`config.mk`:
```
export PLATFORM = sky130hd
export DESIGN_NAME = rx_window_gate
export DESIGN_NICKNAME = d
export VERILOG_FILES = /design/src/rtl/rxg_pkg.sv /design/src/rtl/rxg_stage.sv /design/src/rtl/rxg_buf_track.sv /design/src/rtl/rx_window_gate.sv
export SDC_FILE = /design/constraint.sdc
export NUM_CORES = 1
export LEC_CHECK = 0
export BUFFER_PORTS_ARGS = -buffer_cell sky130_fd_sc_hd__buf_2
export CORE_AREA = 2 2 205 187
export DETAILED_ROUTE_END_ITERATION = 10
export DIE_AREA = 0 0 207 189
export MAX_ROUTING_LAYER = met4
export PLACE_DENSITY = 0.78
export SYNTH_ARGS = -nofsm -noshare
export SYNTH_HDL_FRONTEND = slang
export SYNTH_SLANG_ARGS = --single-unit
```
`constraint.sdc`:
```
create_clock -name clk -period 3.1 [get_ports clk]
set_clock_uncertainty 0.15 [all_clocks]
set_input_delay 0.31 -clock clk [delete_from_list [all_inputs] [get_ports clk]]
set_output_delay 0.31 -clock clk [all_outputs]
set_load 0.03 [all_outputs]
```
`src/rtl/rxg_pkg.sv`:
```
package rxg_pkg;
  typedef enum logic [1:0] {
    GS_COLLECT = 2'd0,
    GS_DRAIN   = 2'd1,
    GS_LIVE    = 2'd2,
    GS_DROP    = 2'd3
  } gate_st_e;
endpackage

```
`src/rtl/rxg_stage.sv`:
```
module rxg_stage #(
  parameter int DEPTH = 64,
  parameter int DW    = 8,
  localparam int AW   = $clog2(DEPTH)
) (
  input  logic          clk,
  input  logic          we,
  input  logic [AW-1:0] waddr,
  input  logic [DW-1:0] wdata,
  input  logic [AW-1:0] raddr,
  output logic [DW-1:0] rdata
);
  logic [DW-1:0] mem [DEPTH];

  always_ff @(posedge clk) begin
    if (we) mem[waddr] <= wdata;
  end

  assign rdata = mem[raddr];
endmodule

```
`src/rtl/rxg_buf_track.sv`:
```
module rxg_buf_track #(
  parameter int BUF_BYTES = 48,
  localparam int AW = $clog2(BUF_BYTES),
  localparam int CW = $clog2(BUF_BYTES + 1)
) (
  input  logic          clk,
  input  logic          rst_n,
  input  logic          frame_start,
  input  logic          wr_fire,
  input  logic          wr_end,
  input  logic          next_empty,
  input  logic          irq_en,
  output logic [AW-1:0] addr,
  output logic          spill_fail,
  output logic          done,
  output logic          last,
  output logic [CW-1:0] count,
  output logic          irq,
  output logic          advance,
  output logic          ovr
);
  logic full_now;

  assign full_now   = (addr == AW'(BUF_BYTES - 1));
  assign spill_fail = wr_fire && full_now && !wr_end && !next_empty;

  always_ff @(posedge clk or negedge rst_n) begin
    if (!rst_n) begin
      addr    <= '0;
      done    <= 1'b0;
      last    <= 1'b0;
      count   <= '0;
      irq     <= 1'b0;
      advance <= 1'b0;
      ovr     <= 1'b0;
    end else begin
      done    <= 1'b0;
      irq     <= 1'b0;
      advance <= 1'b0;
      if (frame_start) ovr <= 1'b0;
      if (wr_fire) begin
        if (wr_end || full_now) begin
          done  <= 1'b1;
          last  <= wr_end;
          count <= CW'(addr) + CW'(1);
          irq   <= irq_en;
          addr  <= '0;
          if (!wr_end) begin
            advance <= 1'b1;
            if (!next_empty) ovr <= 1'b1;
          end
        end else begin
          addr <= addr + AW'(1);
        end
      end
    end
  end
endmodule

```
`src/rtl/rx_window_gate.sv`:
```
module rx_window_gate
  import rxg_pkg::*;
#(
  parameter int WIN       = 64,
  parameter int BUF_BYTES = 48,
  parameter int DW        = 8,
  parameter int CHK_AT    = 8,
  localparam int SAW = $clog2(WIN),
  localparam int CNW = $clog2(WIN + 1),
  localparam int BAW = $clog2(BUF_BYTES),
  localparam int BCW = $clog2(BUF_BYTES + 1)
) (
  input  logic           clk,
  input  logic           rst_n,
  input  logic           in_valid,
  output logic           in_ready,
  input  logic [DW-1:0]  in_data,
  input  logic           in_last,
  input  logic           addr_reject,
  output logic           filt_chk,
  output logic           wr_valid,
  input  logic           wr_ready,
  output logic [BAW-1:0] wr_addr,
  output logic [DW-1:0]  wr_data,
  input  logic           next_desc_empty,
  input  logic           irq_en,
  output logic           buf_done,
  output logic           buf_last,
  output logic [BCW-1:0] buf_count,
  output logic           buf_irq,
  output logic           desc_advance,
  output logic           overrun
);
  gate_st_e       st;
  logic [CNW-1:0] col_cnt;
  logic [SAW-1:0] rd_ptr;
  logic           rej_seen;
  logic           end_staged;
  logic           acc;
  logic           wr_fire;
  logic           wr_end;
  logic           spill_fail;
  logic           frame_start;
  logic           win_full;
  logic           stage_we;
  logic [DW-1:0]  stage_q;

  // input side handshake
  always_comb begin
    unique case (st)
      GS_COLLECT: in_ready = 1'b1;
      GS_DRAIN:   in_ready = 1'b0;
      GS_LIVE:    in_ready = wr_ready;
      default:    in_ready = 1'b1;
    endcase
  end

  assign acc         = in_valid && in_ready;
  assign stage_we    = (st == GS_COLLECT) && acc;
  assign frame_start = stage_we && (col_cnt == '0);
  assign win_full    = stage_we && (col_cnt == CNW'(WIN - 1));

  // write side
  always_comb begin
    wr_valid = 1'b0;
    wr_data  = in_data;
    wr_end   = 1'b0;
    unique case (st)
      GS_DRAIN: begin
        wr_valid = 1'b1;
        wr_data  = stage_q;
        wr_end   = end_staged && (rd_ptr == SAW'(WIN - 1));
      end
      GS_LIVE: begin
        wr_valid = in_valid;
        wr_end   = in_last;
      end
      default: ;
    endcase
  end

  assign wr_fire = wr_valid && wr_ready;

  rxg_stage #(.DEPTH(WIN), .DW(DW)) u_stage (
    .clk   (clk),
    .we    (stage_we),
    .waddr (col_cnt[SAW-1:0]),
    .wdata (in_data),
    .raddr (rd_ptr),
    .rdata (stage_q)
  );

  rxg_buf_track #(.BUF_BYTES(BUF_BYTES)) u_track (
    .clk         (clk),
    .rst_n       (rst_n),
    .frame_start (frame_start),
    .wr_fire     (wr_fire),
    .wr_end      (wr_end),
    .next_empty  (next_desc_empty),
    .irq_en      (irq_en),
    .addr        (wr_addr),
    .spill_fail  (spill_fail),
    .done        (buf_done),
    .last        (buf_last),
    .count       (buf_count),
    .irq         (buf_irq),
    .advance     (desc_advance),
    .ovr         (overrun)
  );

  // frame sequencing
  always_ff @(posedge clk or negedge rst_n) begin
    if (!rst_n) begin
      st         <= GS_COLLECT;
      col_cnt    <= '0;
      rd_ptr     <= '0;
      rej_seen   <= 1'b0;
      end_staged <= 1'b0;
      filt_chk   <= 1'b0;
    end else begin
      filt_chk <= stage_we && (col_cnt == CNW'(CHK_AT - 1));
      unique case (st)
        GS_COLLECT: begin
          if (addr_reject) rej_seen <= 1'b1;
          if (acc) begin
            if (win_full) begin
              col_cnt    <= '0;
              rej_seen   <= 1'b0;
              rd_ptr     <= '0;
              end_staged <= in_last;
              if (rej_seen || addr_reject) st <= in_last ? GS_COLLECT : GS_DROP;
              else                         st <= GS_DRAIN;
            end else if (in_last) begin
              col_cnt  <= '0;
              rej_seen <= 1'b0;
            end else begin
              col_cnt <= col_cnt + CNW'(1);
            end
          end
        end
        GS_DRAIN: begin
          if (wr_fire) begin
            rd_ptr <= rd_ptr + SAW'(1);
            if (spill_fail)                      st <= end_staged ? GS_COLLECT : GS_DROP;
            else if (rd_ptr == SAW'(WIN - 1))    st <= end_staged ? GS_COLLECT : GS_LIVE;
          end
        end
        GS_LIVE: begin
          if (wr_fire) begin
            if (in_last)         st <= GS_COLLECT;
            else if (spill_fail) st <= GS_DROP;
          end
        end
        default: begin
          if (acc && in_last) st <= GS_COLLECT;
        end
      endcase
    end
  end
endmodule

```
==> impl_results.md <==
* Measured slew at the worst slew-check pin at 828 ps
* Largest fanout on the critical path at 10
* Mux share of post-synthesis cell area at 13.8%
* Hold path start: wr_ready
* Layout area overhead at 17.6%
* Leakage at 8.55 nW
* Max capacitance violation total at 0
* End-of-flow core utilization at 70.2%
* Height of the die at 189 um
* DRC violations left at 0
* Post-route cell area at 25900 um^2
* Synthesized-area fraction occupied by xor and xnor cells at 0.239%
* CTS root buffer: clkbuf_16
* Post-synthesis sequential element count at 547
* Outcome: finished, violations left
* Peak VDD IR at 0.000486 V
* Data arrival time of the critical path at 3020 ps
* Most frequent standard cell in the layout excluding fill and tap cells: edfxtp_1
* Length of the first detailed-routing pass in iterations at 5
* Total routed wirelength at 53700 um
* Remaining global-route overflow at 0
* Highest-count cells in the layout ignoring fill and taps: 512 x edfxtp_1, 148 x buf_4, 100 x mux4_2
* Netlist area before placement at 22000 um^2
* Final-layout setup total negative slack at -2610 ps
* Drt wl/cell at 28.3 um
* Final setup slack of the worst path at -376 ps
* Total half-perimeter wirelength after legalization and detailed placement at 32900 um
* Number of slew-limit violations in the final report at 0
* Die X at 207 um
* Primary FF master, synth: edfxtp_1
* CTS H-tree depth at 2
* Complex-gate fraction of the synthesized area at 5.07%
* TritonCTS clock tree: built
* Fill count at 2205
* Slowest stage cell on the critical path: mux4_2
* I/O pin cnt at 44
* Largest stage delay, worst path at 550 ps
* Number of enable flip-flop cells after synthesis at 512
* Setup crit start kind: register
* Worst Setup End Kind: primary output
* Main combinational cell family by area after synthesis: multiplexers
* Hold Crit Endpoint: u_track.advance$_DFF_PN0_
* Critical Setup Path Class: register to primary output
* Depth of the worst hold-timing path at 4
* Detailed-route vias per instance at 6.55
* Die Footprint at 39100 um^2
* Kind of path behind the tightest hold check: input pin to register
* Syn Area/Cell at 18.8 um^2
* Number of buffers on the longest clock path at 3
* Share of the clock period used by the worst path at 112%
* Yosys warns at 0
* Worst r2r path cells at 8
* Area of the core at 36900 um^2
* Post-route minimum period at 3480 ps
* Ratio of total power to cell area at 695 nW/um^2
* Fraction of the mapped netlist area in simple logic gates at 4.48%
* Cell Rows at 67
* Antenna Nets Post-Route at 0
* Origin of the critical flop-to-flop path: st[1]$_DFFE_PN0P_
* Overall track demand over capacity in global routing at 28.8%
* Number of buffers created by CTS at 52
* Worst slack at placement at -235 ps
* Fraction of registers with async set or reset after synthesis at 6.40%
* Maximum number of pins on one net before global-route repair at 65
* Library cells used by synthesis at 69
* Number of DRC markers after the initial detailed-route iteration at 1551
* R2r setup slk at 210 ps
* Count of endpoints failing setup in the final report at 8
* Fmax achieved at 288 MHz
* First-pass GRT wire length at 80000 um
* Critical path data required time at 2640 ps
* Syn Inst Count at 1169
* DP Area at 23800 um^2
* RSZ-0062 raised after global routing: true
* Fraction of layout cells with a size suffix above 1 at 32.3%
* Clock latency reported for the late side of the worst-skew pair at 580 ps
* Total number of vias at 12.4k
* Relative slew slack at 44.6%
* Adder-cell area share of the yosys netlist at 0.455%
* Starting Density at 59.7%
* Via count of the first global-routing pass at 12.5k
* Mapped Nets at 1193
* Capturing point of the worst reg2reg path: st[1]$_DFFE_PN0P_
* Count of endpoints failing hold in the final timing report at 0
* Global placement routability congestion at 0.844
* CTS sink count at 547
* Buffers added on ports at 43
* Sequential element share of the synthesized area at 73.8%
* Clock transition at the registers of the reported paths at 60 ps
* Critical path, cell by cell: buf_12, buf_12, buf_6, mux4_2, a221oi_4, a211oi_2, o32a_1, buf_6
* Number of nets at the end of the flow at 1399
* Violated checks: setup timing
* Antenna violations before repair at 1
synth_stat cells, drive strengths merged (5+ instances only):
| cell | instances | area [um^2] |
|---|---|---|
| a211oi | 18 | 140 |
| a21o | 6 | 45.0 |
| a21oi | 23 | 119 |
| a221oi | 5 | 43.8 |
| a22o | 8 | 70.1 |
| a22oi | 25 | 188 |
| buf | 44 | 329 |
| clkbuf | 23 | 97.6 |
| dfrtp | 35 | 876 |
| edfxtp | 512 | 15400 |
| ha | 8 | 100 |
| inv | 12 | 45.0 |
| mux2 | 9 | 105 |
| mux2i | 40 | 400 |
| mux4 | 110 | 2530 |
| nand2 | 54 | 203 |
| nand2b | 7 | 43.8 |
| nand3 | 12 | 60.1 |
| nand3b | 5 | 37.5 |
| nor2 | 91 | 342 |
| nor2b | 12 | 75.1 |
| nor3 | 7 | 35.0 |
| o211ai | 5 | 37.5 |
| o21ai | 18 | 90.1 |
| o22ai | 9 | 56.3 |
| or2 | 5 | 31.3 |
kinds of logic after synthesis:
logic type | after synthesis
AO/OA/AOI/OAI | 154
XOR/XNOR | 6
adder cells (fa/ha/maj) | 8
buffers and inverters | 80
flip-flops | 547
multiplexers | 159
AND/OR/NAND/NOR | 215
registers in the layout (all words and copies together), names as in the netlist:
| register | cells |
|---|---|
| col_cnt | 7 |
| end_staged | 1 |
| filt_chk | 1 |
| rd_ptr | 6 |
| rej_seen | 1 |
| st | 2 |
| u_stage.mem | 512 |
| u_track.addr | 6 |
| u_track.advance | 1 |
| u_track.count | 6 |
| u_track.done | 1 |
| u_track.irq | 1 |
| u_track.last | 1 |
| u_track.ovr | 1 |
power breakdown:
group	internal, mW	switching [mW]	leakage [nW]
sequential	8.25	0.185	5.05
combinational	1.60	2.18	2.75
clock	3.18	2.60	0.748
total	13.0	4.97	8.55
area by class of cell:
type                    count  area [um^2]  share of cell area, %
inverters                  12         45.0                  0.174
multi-input cells         542         5610                   21.7
diodes                      1         2.50                0.00966
repair buffers            220         1850                   7.13
clock inverters            24          125                  0.483
well taps                 483          604                   2.33
clock buffers              65         1400                   5.41
flip-flops and latches    547        16300                   62.8
repair_timing:
action | 4_1_cts | 5_1_grt
resized for setup | 70 | 25
endpoints found under the hold margin | 41 | 0
buffers inserted | 10 | 1
pin swaps | 8 | 3
setup endpoints to repair | 32 | 73
hold buffers | 5 | 0
routing by layer:
layer | global-route usage [%] | routed length, um
met1 | 39.2 | 20500
met4 | 11.6 | 2130
met5 | - | 0
met2 | 42.5 | 25000
met3 | 6.92 | 6040
stage by stage:
step	power, mW	std cells	hold slack [ps]
3_5_place_dp	12.0	1789	306
4_1_cts	18.0	1892	18.5
5_1_grt	18.6	1894	57.8
3_3_place_gp	11.9	1789	297
6_report	18.0	1894	45.0
2_1_floorplan	10.8	1169	-136
worst max-delay path, delay by kind of cell (launching register included):
kind                   cells  cell delay [ps]
multiplexers               1              550
buffers and inverters      4              580
flip-flops                 1              460
AO/OA/AOI/OAI              3              820
worst max path at each step:
stage | to | cells after the start | start
CTS | wr_data[7] | 7 | rd_ptr[1]$_DFFE_PN0P_
floorplan | u_stage.mem[61][0]$_DFFE_PP_ | 8 | st[1]$_DFFE_PN0P_
finish | wr_data[1] | 8 | rd_ptr[0]$_DFFE_PN0P_
detailed placement | wr_data[4] | 8 | rd_ptr[0]$_DFFE_PN0P_
global placement | wr_data[4] | 8 | rd_ptr[0]$_DFFE_PN0P_
global route | wr_data[4] | 9 | rd_ptr[0]$_DFFE_PN0P_
No activity file was read; power rests on OpenSTA's default activity.
